--- src/rtl/qdl_pkg.sv ---
package qdl_pkg;
  parameter int unsigned WORD_W    = 24;
  parameter int unsigned CODE_W    = 16;
  parameter int unsigned CH_N      = 4;
  parameter int unsigned ADDR_W    = $clog2(CH_N);
  parameter int unsigned ADDR_LSB  = WORD_W - ADDR_W;
  parameter int unsigned BCAST_BIT = ADDR_LSB - 1;
endpackage

--- src/rtl/qdl_sync.sv ---
module qdl_sync #(
  parameter int unsigned W = 1,
  parameter logic [W-1:0] RST_VAL = '0
) (
  input  logic         clk_i,
  input  logic         rst_ni,
  input  logic [W-1:0] d_i,
  output logic [W-1:0] q_o
);
  logic [W-1:0] s1_q, s2_q;
  always_ff @(posedge clk_i or negedge rst_ni) begin
    if (!rst_ni) begin
      s1_q <= RST_VAL;
      s2_q <= RST_VAL;
    end else begin
      s1_q <= d_i;
      s2_q <= s1_q;
    end
  end
  assign q_o = s2_q;
endmodule

--- src/rtl/qdl_shifter.sv ---
module qdl_shifter
  import qdl_pkg::*;
(
  input  logic              clk_i,
  input  logic              rst_ni,
  input  logic              cs_i,
  input  logic              sclk_i,
  input  logic              sdi_i,
  output logic [WORD_W-1:0] sh_o
);
  logic comb_clk, comb_q, rise;
  logic [WORD_W-1:0] sh_q;

  assign comb_clk = cs_i | sclk_i;
  assign rise     = comb_clk & ~comb_q;

  always_ff @(posedge clk_i or negedge rst_ni) begin
    if (!rst_ni) begin
      comb_q <= 1'b1;
      sh_q   <= '0;
    end else begin
      comb_q <= comb_clk;
      if (rise) sh_q <= {sh_q[WORD_W-2:0], sdi_i};
    end
  end
  assign sh_o = sh_q;


  shift_hold_chk: assert property (@(posedge clk_i) disable iff (!rst_ni)
    (cs_i && $past(cs_i)) |=> $stable(sh_q));

  shift_in_chk: assert property (@(posedge clk_i) disable iff (!rst_ni)
    (comb_clk && !$past(comb_clk)) |=> (sh_q[0] == $past(sdi_i)));
endmodule

--- src/rtl/qdl_bank.sv ---
module qdl_bank
  import qdl_pkg::*;
(
  input  logic                          clk_i,
  input  logic                          rst_ni,
  input  logic [WORD_W-1:0]             sh_i,
  input  logic                          load_ni,
  input  logic                          ldac_i,
  input  logic                          clr_ni,
  output logic [CH_N-1:0][CODE_W-1:0]   out_o
);
  logic [CH_N-1:0][CODE_W-1:0] in_q, out_q;
  logic [ADDR_W-1:0] addr;
  logic bcast, ldac_q, upd;

  assign addr  = sh_i[WORD_W-1 -: ADDR_W];
  assign bcast = sh_i[BCAST_BIT];
  assign upd   = ldac_i & ~ldac_q;

  for (genvar c = 0; c < CH_N; c++) begin : g_ch
    logic sel;
    assign sel = bcast || (addr == ADDR_W'(c));
    always_ff @(posedge clk_i or negedge rst_ni) begin
      if (!rst_ni) begin
        in_q[c]  <= '0;
        out_q[c] <= '0;
      end else if (!clr_ni) begin
        in_q[c]  <= '0;
        out_q[c] <= '0;
      end else begin
        if (!load_ni && sel) in_q[c] <= sh_i[CODE_W-1:0];
        if (upd) out_q[c] <= in_q[c];
      end
    end
  end

  always_ff @(posedge clk_i or negedge rst_ni) begin
    if (!rst_ni) ldac_q <= 1'b0;
    else         ldac_q <= ldac_i;
  end
  assign out_o = out_q;


  out_hold_chk: assert property (@(posedge clk_i) disable iff (!rst_ni)
    (clr_ni && !(ldac_i && !$past(ldac_i))) |=> $stable(out_q));

  out_copy_chk: assert property (@(posedge clk_i) disable iff (!rst_ni)
    (clr_ni && ldac_i && !$past(ldac_i)) |=> (out_q == $past(in_q)));

  clear_chk: assert property (@(posedge clk_i) disable iff (!rst_ni)
    !clr_ni |=> (in_q == '0 && out_q == '0));

  in_hold_chk: assert property (@(posedge clk_i) disable iff (!rst_ni)
    (load_ni && clr_ni) |=> $stable(in_q));

  bcast_chk: assert property (@(posedge clk_i) disable iff (!rst_ni)
    (clr_ni && !load_ni && bcast) |=> ($countones({in_q[0] == in_q[1], in_q[1] == in_q[2], in_q[2] == in_q[3]}) == 3));
endmodule

--- src/rtl/quad_dac_loader.sv ---
module quad_dac_loader
  import qdl_pkg::*;
(
  input  logic                     clk_i,
  input  logic                     rst_ni,
  input  logic                     cs_i,
  input  logic                     sclk_i,
  input  logic                     sdi_i,
  input  logic                     load_ni,
  input  logic                     ldac_i,
  input  logic                     clr_ni,
  output logic [CH_N*CODE_W-1:0]   code_o,
  output logic [WORD_W-1:0]        shift_o
);
  localparam int unsigned PIN_N = 6;
  logic [PIN_N-1:0] pins_raw, pins_s;
  logic [CH_N-1:0][CODE_W-1:0] out_w;

  assign pins_raw = {cs_i, sclk_i, sdi_i, load_ni, ldac_i, clr_ni};

  // idle levels: cs high, sclk high, load high, clear asserted
  qdl_sync #(.W(PIN_N), .RST_VAL(6'b110100)) u_sync (
    .clk_i, .rst_ni, .d_i(pins_raw), .q_o(pins_s)
  );

  qdl_shifter u_shift (
    .clk_i, .rst_ni,
    .cs_i(pins_s[5]), .sclk_i(pins_s[4]), .sdi_i(pins_s[3]),
    .sh_o(shift_o)
  );

  qdl_bank u_bank (
    .clk_i, .rst_ni, .sh_i(shift_o),
    .load_ni(pins_s[2]), .ldac_i(pins_s[1]), .clr_ni(pins_s[0]),
    .out_o(out_w)
  );

  assign code_o = out_w;
endmodule

--- config.mk ---
export PLATFORM = sky130hd
export DESIGN_NAME = quad_dac_loader
export DESIGN_NICKNAME = d
export VERILOG_FILES = /design/src/rtl/qdl_pkg.sv /design/src/rtl/qdl_sync.sv /design/src/rtl/qdl_shifter.sv /design/src/rtl/qdl_bank.sv /design/src/rtl/quad_dac_loader.sv
export SDC_FILE = /design/constraint.sdc
export NUM_CORES = 1
export LEC_CHECK = 0
export CAP_MARGIN = 20
export CORE_MARGIN = 5
export CORE_UTILIZATION = 53
export DETAILED_ROUTE_END_ITERATION = 12
export PLACE_DENSITY = 0.79
export SETUP_SLACK_MARGIN = 0.02
export SKIP_CTS_REPAIR_TIMING = 1
export SYNTH_ARGS = -nofsm -noshare
export SYNTH_HDL_FRONTEND = slang
export SYNTH_SLANG_ARGS = --single-unit
--- constraint.sdc ---
create_clock -name clk_i -period 1.8 [get_ports clk_i]
set_input_delay 0.45 -clock clk_i [delete_from_list [all_inputs] [get_ports clk_i]]
set_output_delay 0.45 -clock clk_i [all_outputs]
set_load 0.01 [all_outputs]
-- Word-level counts from Yosys, hierarchy flattened
Index checks and enable logic that the tools add are counted.
- eq/ne operators: 8
- muxes and demuxes: 16
- bitwise operators: 5
- reductions and logical operators: 10
- operators by type and width (cell ; number):
    $mux 16 ; 16
    $ne 2x1->1 const B ; 5
    $eq 2x2->1 const B ; 2
    $logic_and 1x1->1 ; 4
    $logic_or 1x1->1 ; 4
    $and 1x1->1 ; 2
    $eq 2x1->1 const B ; 1
    $logic_not 2->1 ; 1
    $not 1->1 ; 2
    $logic_not 1->1 ; 1
    $or 1x1->1 ; 1
- register bits after elaboration: 166
- input bits: 8
- logic and storage cells: 52

-- Longest topological paths before layout
Gate-level depths: netlist (run 1).
- depth in word-level cells: 5
- gate-level depth with buffers: 5
- gate-level depth less buffers: 3

-- Cells and area by module
From an unflattened synthesis (run 1), not the netlist that was laid out.
- cells, all modules: 576
- area total of the unflattened synthesis: 6695.2 µm²
- by module, submodules not included (module ; times used ; cells an instance ; area an instance (µm²) ; seq. area each (µm²)):
    qdl_bank ; 1 ; 511 ; 5439.0 ; 3228.1
    qdl_shifter ; 1 ; 53 ; 948.4 ; 626.9
    qdl_sync ; 1 ; 12 ; 307.8 ; 307.8

-- Worst setup path before layout (run 1)
OpenSTA, ideal clock, no wires.
- kind: reg2reg
- start: reg u_sync.s2_q[4], in the netlist u_sync.q_o[4]
- end: reg u_shift.sh_q[21], in the netlist u_shift.sh_o[21]
- data arrival time: 1.219 ns
- data required time: 1.672 ns
- path slack: 0.454 ns
- stages on the path, launching flop included: 6
- period minus slack after synthesis: 1.346 ns
- cells stage by stage: dfstp_2 -> or2_1 -> nand2b_1 -> buf_4 -> buf_6 -> mux2_1
- word-level cells in the longest chain between the ends: 2
- ends and longest elaborated chain (what ; line ; RTL):
    start: declaration ; qdl_sync.sv:10 ; logic [W-1:0] s1_q, s2_q;
    start signal: assignment ; qdl_sync.sv:17 ; s2_q <= s1_q;
    $or 1x1->1 ; qdl_shifter.sv:14 ; assign comb_clk = cs_i | sclk_i;
    via u_shift.comb_clk ; qdl_shifter.sv:11 ; logic comb_clk, comb_q, rise;
    $and 1x1->1 ; qdl_shifter.sv:15 ; assign rise = comb_clk & ~comb_q;
    end signal: assignment ; qdl_shifter.sv:23 ; if (rise) sh_q <= {sh_q[WORD_W-2:0], sdi_i};
    end: declaration ; qdl_shifter.sv:12 ; logic [WORD_W-1:0] sh_q;
The timed path passes the listed nets, and every way through them passes these cells.
A chain may end at the register's enable or synchronous reset.

-- Final worst setup path (run 1)
- start: reg u_sync.s2_q[1], in the netlist u_sync.q_o[1]
- end: reg u_bank.out_q (netlist bit u_bank.out_o[24])
- word-level cells in the longest chain between the ends: 2
- ends and longest elaborated chain (what ; line ; RTL):
    $and 1x1->1 ; qdl_bank.sv:18 ; assign upd = ldac_i & ~ldac_q;
    $ne 2x1->1 (no line) ; -- ;
    end signal: indexed assignment ; qdl_bank.sv:32 ; if (upd) out_q[c] <= in_q[c];
    end: declaration ; qdl_bank.sv:12 ; logic [CH_N-1:0][CODE_W-1:0] in_q, out_q;
No other way between the ends.

==> flow_summary.toml, run 1 <==
[route]
route.detailed.drc = 0
drtIter0Drc = 267
wl_per_cell_um = 20.0
drt-vias-per-instance = 5.62
route.vias.total = 3900
firstDrtPassIters = 5
drtAntennaViolNets = 0
route.final.wire_length_um = 13900

[logic_synthesis]
netlist.area_leader.share_pct = 63.2
yosysSeqAreaShare_pct = 66.2
yosysTopAreaCell = "dfrtp_1"
syn_inst = 443
synth-seq-cells = 166
synth_area_um2 = 6290
synth_area_per_cell_um2 = 14.2
yosys_warnings = 0
ys_types = 25
syn_nets = 451
yosys-top-cells-area = "dfrtp_1, mux2i_1, a22o_1, nand2_1, mux2_1"

[setup_path]
cp_slowest_cell = "a21boi_4"
critical_path_required_ns = 2.16
reg2regPathDepth = 3
critPathMaxFanout = 47
arrival_ns = 1.95
crit_path_end_kind = "register"
cp_slowest_stage_delay_ns = 0.46
crit_chain = "a21boi_4, buf_6, a22o_1"
timing.rr.start = "u_sync.q_o[1]$_DFF_PN0_"
reg2reg_to = "u_bank.out_o[24]$_DFFE_PN0P_"
r2r_setup_slack_ns = 0.20
cp-start-kind = "register"
critPathKind = "reg -> reg"

[timing]
worst_slack_ns = 0.202
tightestPinTransition_ns = 0.671
fin_crit_sh_pct = 88.8
rsz0062_at_grt = "false"
fin_crit_ns = 1.60
hold_viol = 0
slew_headroom_pct = 55.2
max_clock_freq_mhz = 626
skew_ns = 0.00700
fin_setup_tns_ns = 0
final_max_slew_viol_count = 0
setup_viol = 0

[placement]
place_ws_ns = -0.0451
globalplace.congestion = 0.747
io_buffers = 95
hpwl_um = 8730

[final_layout]
nFillCells = 732
syn2layout_area_growth_pct = 32.7
layout-drive-gt1-share_pct = 11.1
n_antenna_cell = 0
final_util_pct = 72.5
mostFrequentLayoutCells = "dfrtp_1, dlymetal6s2s_1, nand2_1, a22o_1, mux2i_1"
fin_nets = 546
final_common_cell = "dfrtp_1"

[grt]
grt-ovfl-total = 0
antenna_found_initial = 0
grt_pass1_vias = 4168
grt_first_pass_wirelength_um = 22500
grt_max_degree = 75
grt_usage_pct = 20.2

[power_and_ir_drop]
p_per_area_nw_per_um2 = 1160
p_leak_nw = 5.49
max-vdd-ir-drop_mv = 0.959

[cts]
cts_tree = "done"
htree_levels = 4
clockBufferDepth = 2
clk_pin_slew_ns = 0.06
cts_num_sinks = 166
numCtsBuffers = 17
clk_latency_ns = 0.43
root_buffer = "clkbuf_16"

[floorplanning]
io_pins = 96
die_y_um = 119
die-width_um = 119
start_util_pct = 54.6
rows = 39
fp.dieArea_um2 = 14100
coreArea_um2 = 11500

[hold_path]
hold_start = "u_sync.s1_q[1]$_DFF_PN0_"
holdPathEnd = "u_sync.q_o[1]$_DFF_PN0_"
holdCritPathClass = "reg -> reg"
worstHoldPathCells = 0

[run_status]
status = "finished, final reports clean"

[job]
drv_cap = 0
==> per-stage QoR <==
| stage | total power [mW] | area, um^2 | hold WS, ns | cells |
|---|---|---|---|---|
| 2_1_floorplan | 4.55 | 6290 | 0.154 | 443 |
| 3_3_place_gp | 5.06 | 7300 | 0.243 | 658 |
| 3_5_place_dp | 5.09 | 7300 | 0.245 | 658 |
| 4_1_cts | 9.74 | 8060 | -0.206 | 690 |
| 5_1_grt | 9.98 | 8350 | 0.363 | 694 |
| 6_report | 9.66 | 8350 | 0.356 | 694 |
==> cell usage after synthesis, drive strengths merged <==
cell,number
mux2,24
a21boi,1
dlymetal6s2s,1
nand2b,1
inv,1
clkbuf,4
o21bai,2
nand2,80
dfrtp,159
a21oi,1
dfstp,7
mux2i,64
and2b,1
buf,27
nor2b,1
or2,1
nor2,2
a22o,64
o21ba,1
and3,1
==> worst max path at each step <==
stage,slack (ns),cells past startpoint,end,from
floorplan,0.45,5,u_shift.sh_o[21]$_DFFE_PN0P_,u_sync.q_o[4]$_DFF_PN1_
global placement,0.05,3,u_bank.in_q[29]$_DFFE_PN0P_,u_shift.sh_o[23]$_DFFE_PN0P_
detailed placement,-0.05,3,u_bank.in_q[28]$_DFFE_PN0P_,u_shift.sh_o[23]$_DFFE_PN0P_
CTS,-0.16,1,shift_o[21],u_shift.sh_o[21]$_DFFE_PN0P_
global route,0.07,3,u_bank.out_o[61]$_DFFE_PN0P_,u_sync.q_o[1]$_DFF_PN0_
finish,0.20,3,u_bank.out_o[24]$_DFFE_PN0P_,u_sync.q_o[1]$_DFF_PN0_
==> layout make-up <==
type | instances | area (um^2) | share of cell area [%]
Clock buffer | 19 | 443 | 5.31
Clock inverter | 13 | 323 | 3.87
Inverter | 1 | 3.75 | 0.0450
Multi-Input combinational cell | 244 | 1900 | 22.8
Sequential cell | 166 | 4170 | 49.9
Tap cell | 143 | 179 | 2.14
Timing Repair Buffer | 108 | 1330 | 16.0
==> registers in the layout (all words and copies together), names as in the netlist <==
signal and cells:
u_shift.sh_o 24, u_sync.s1_q 6, u_sync.q_o 6, u_bank.in_q 64, u_shift.comb_q 1, u_bank.ldac_q 1
u_bank.out_o 64
==> per-layer routing <==
metal / share of wire (%) / global-route usage (%)
met5: 0 / 0
met3: 6.0 / 6.78
met4: 1.9 / 7.75
met1: 44 / 27.3
met2: 48 / 30.6
==> logic make-up after synthesis <==
family / count (synthesis) / synth area share [%]
multiplexers: 88 / 14.5
AO/OA/AOI/OAI: 69 / 9.57
buffers and inverters: 33 / 4.00
flip-flops: 166 / 66.2
AND/OR/NAND/NOR: 87 / 5.79
==> power breakdown <==
part           switching (mW)  internal (mW)  leakage [nW]
Clock                    1.44           3.20         0.371
Sequential              0.193           3.95          2.25
Combinational           0.486          0.387          2.87
Total                    2.12           7.54          5.49
==> critical path, delay by kind of cell (launching register included) <==
kind / cells / cell delay [ns]
AOI/OAI and AO/OA: 2 / 0.68
buffers and inverters: 1 / 0.39
DFF: 1 / 0.42
Power figures use the tool's default switching activity.
==> run 2, diff against run 1 <==
Settings changed: SLEW_MARGIN set to 20.
==> flow_summary.toml, run 2 (synthesized netlist as in run 1, its figures left out) <==
[final_layout]
mostFrequentLayoutCells = "dfrtp_1, dlymetal6s2s_1, nand2_1, a22o_1, mux2i_1"
layoutNonFillerInstCount = 692
fin_nets = 544
syn2layout_area_growth_pct = 32.3
register_area_um2 = 4170
nFillCells = 736
n_antenna_cell = 0
layout-drive-gt1-share_pct = 10.7
multi_input_area_um2 = 1910
final_common_cell = "dfrtp_1"
design_area_um2 = 8320

[timing]
fin_setup_tns_ns = 0
slew_headroom_pct = 53.0
final_max_slew_viol_count = 0
setup_viol = 0
fin_crit_ns = 1.62
skew_ns = 0.00674
hold_viol = 0
rsz0062_at_grt = "false"
tightestPinTransition_ns = 0.705
fin_crit_sh_pct = 90.1
max_clock_freq_mhz = 617

[setup_path]
cp-start-kind = "register"
cp_slowest_stage_delay_ns = 0.48
critical_path_required_ns = 2.15
crit_chain = "a21boi_4, buf_6, a22o_1"
crit_path_end_kind = "register"
path_delay_family = "compound AO/OA/AOI/OAI gates"
critPathMaxFanout = 47
arrival_ns = 1.98
critPathKind = "reg -> reg"
path_buf_inv = 1
cp_slowest_cell = "a21boi_4"

[job]
drv_cap = 0

[power_and_ir_drop]
max-vdd-ir-drop_mv = 0.958
p_sw_share_pct = 22.1
p_per_area_nw_per_um2 = 1160
share_seq_of_total_power_pct = 42.8
p_leak_nw = 5.47
p_comb_share_pct = 9.0
fin_total_pwr_mw = 9.67
clkPwrFrac_pct = 48.2
p_int_mw = 7.53
switchingPower_mw = 2.13

[cts]
root_buffer = "clkbuf_16"
cts_tree = "done"
clk_latency_ns = 0.43
htree_levels = 4
clockBufferDepth = 2
numCtsBuffers = 17
clk_pin_slew_ns = 0.06
cts_num_sinks = 166

[route]
drt-vias-per-instance = 5.62
drtIter0Drc = 293
route.detailed.drc = 0
wl_per_cell_um = 20.0
drtAntennaViolNets = 0
firstDrtPassIters = 4
route.final.wire_length_um = 13900
route.vias.total = 3887

[placement]
io_buffers = 95
placed_cells = 658
placed_area_um2 = 7300
globalplace.congestion = 0.747
hpwl_um = 8730

[floorplanning]
die_y_um = 119
rows = 39
coreArea_um2 = 11500
die-width_um = 119
start_util_pct = 54.6
io_pins = 96
fp.dieArea_um2 = 14100

[grt]
grt_first_pass_wirelength_um = 22500
grt_pass1_vias = 4168
grt_usage_pct = 20.2
antenna_found_initial = 0
grt-ovfl-total = 0
grt.busiest_layer = "met2"
use_met2_pct = 30.6
use_met3_pct = 6.78
grt_util_met1_pct = 27.3
grt_max_degree = 75

[hold_path]
holdCritPathClass = "reg -> reg"

[run_status]
status = "finished, final reports clean"
-- run 2: layout make-up --
type                    instances  share of cell area (%)
flip-flops and latches        166                    50.0
multi-input cells             244                    23.0
repair buffers                106                    15.6
clock buffers                  19                    5.32
clock inverters                13                    3.88
well taps                     143                    2.15
inverters                       1                  0.0451
-- run 2: worst paths after layout --
kind                       depth (start not counted)  slack (ns)                      from                           end
min                                                0        0.36  u_sync.s1_q[1]$_DFF_PN0_       u_sync.q_o[1]$_DFF_PN0_
max reg2reg                                        3        0.18   u_sync.q_o[1]$_DFF_PN0_  u_bank.out_o[24]$_DFFE_PN0P_
max                                                3        0.18   u_sync.q_o[1]$_DFF_PN0_  u_bank.out_o[24]$_DFFE_PN0P_
min in group asynchronous                          2        0.37                    rst_ni  u_bank.out_o[58]$_DFFE_PN0P_
max in group asynchronous                          3        0.82                    rst_ni      u_sync.s1_q[2]$_DFF_PN1_
min reg2reg                                        0        0.36  u_sync.s1_q[1]$_DFF_PN0_       u_sync.q_o[1]$_DFF_PN0_
-- run 2: worst register-to-register path: cells and delay by family, from the launching register on --
family / cells / cell delay, ns
flip-flops: 1 / 0.43
AO/OA/AOI/OAI: 2 / 0.73
buffers and inverters: 1 / 0.40
-- run 2: power by group through the flow --
stage | Sequential (mW) | Combinational (mW) | Clock (mW)
2_1_floorplan | 4.22 | 0.330 | 0
3_3_place_gp | 4.19 | 0.871 | 0
3_5_place_dp | 4.20 | 0.895 | 0
4_1_cts | 4.15 | 0.912 | 4.68
5_1_grt | 4.17 | 0.948 | 4.85
6_report | 4.14 | 0.867 | 4.66
-- run 2: metrics by stage --
stage               hold slack, ns  setup WS [ns]  utilization [%]
global placement             0.243         0.0467             63.4
finish                       0.356          0.179             72.3
CTS                         -0.206         -0.164             70.0
global route                 0.363         0.0570             72.3
floorplan                    0.154          0.454                -
detailed placement           0.245        -0.0451             63.4
-- run 2: routing by layer --
metal / vias up / routed length, um
met5: - / 0
met1: 2014 / 6050
met4: 0 / 258
met3: 22 / 844
met2: 100 / 6710
li1: 1751 / -
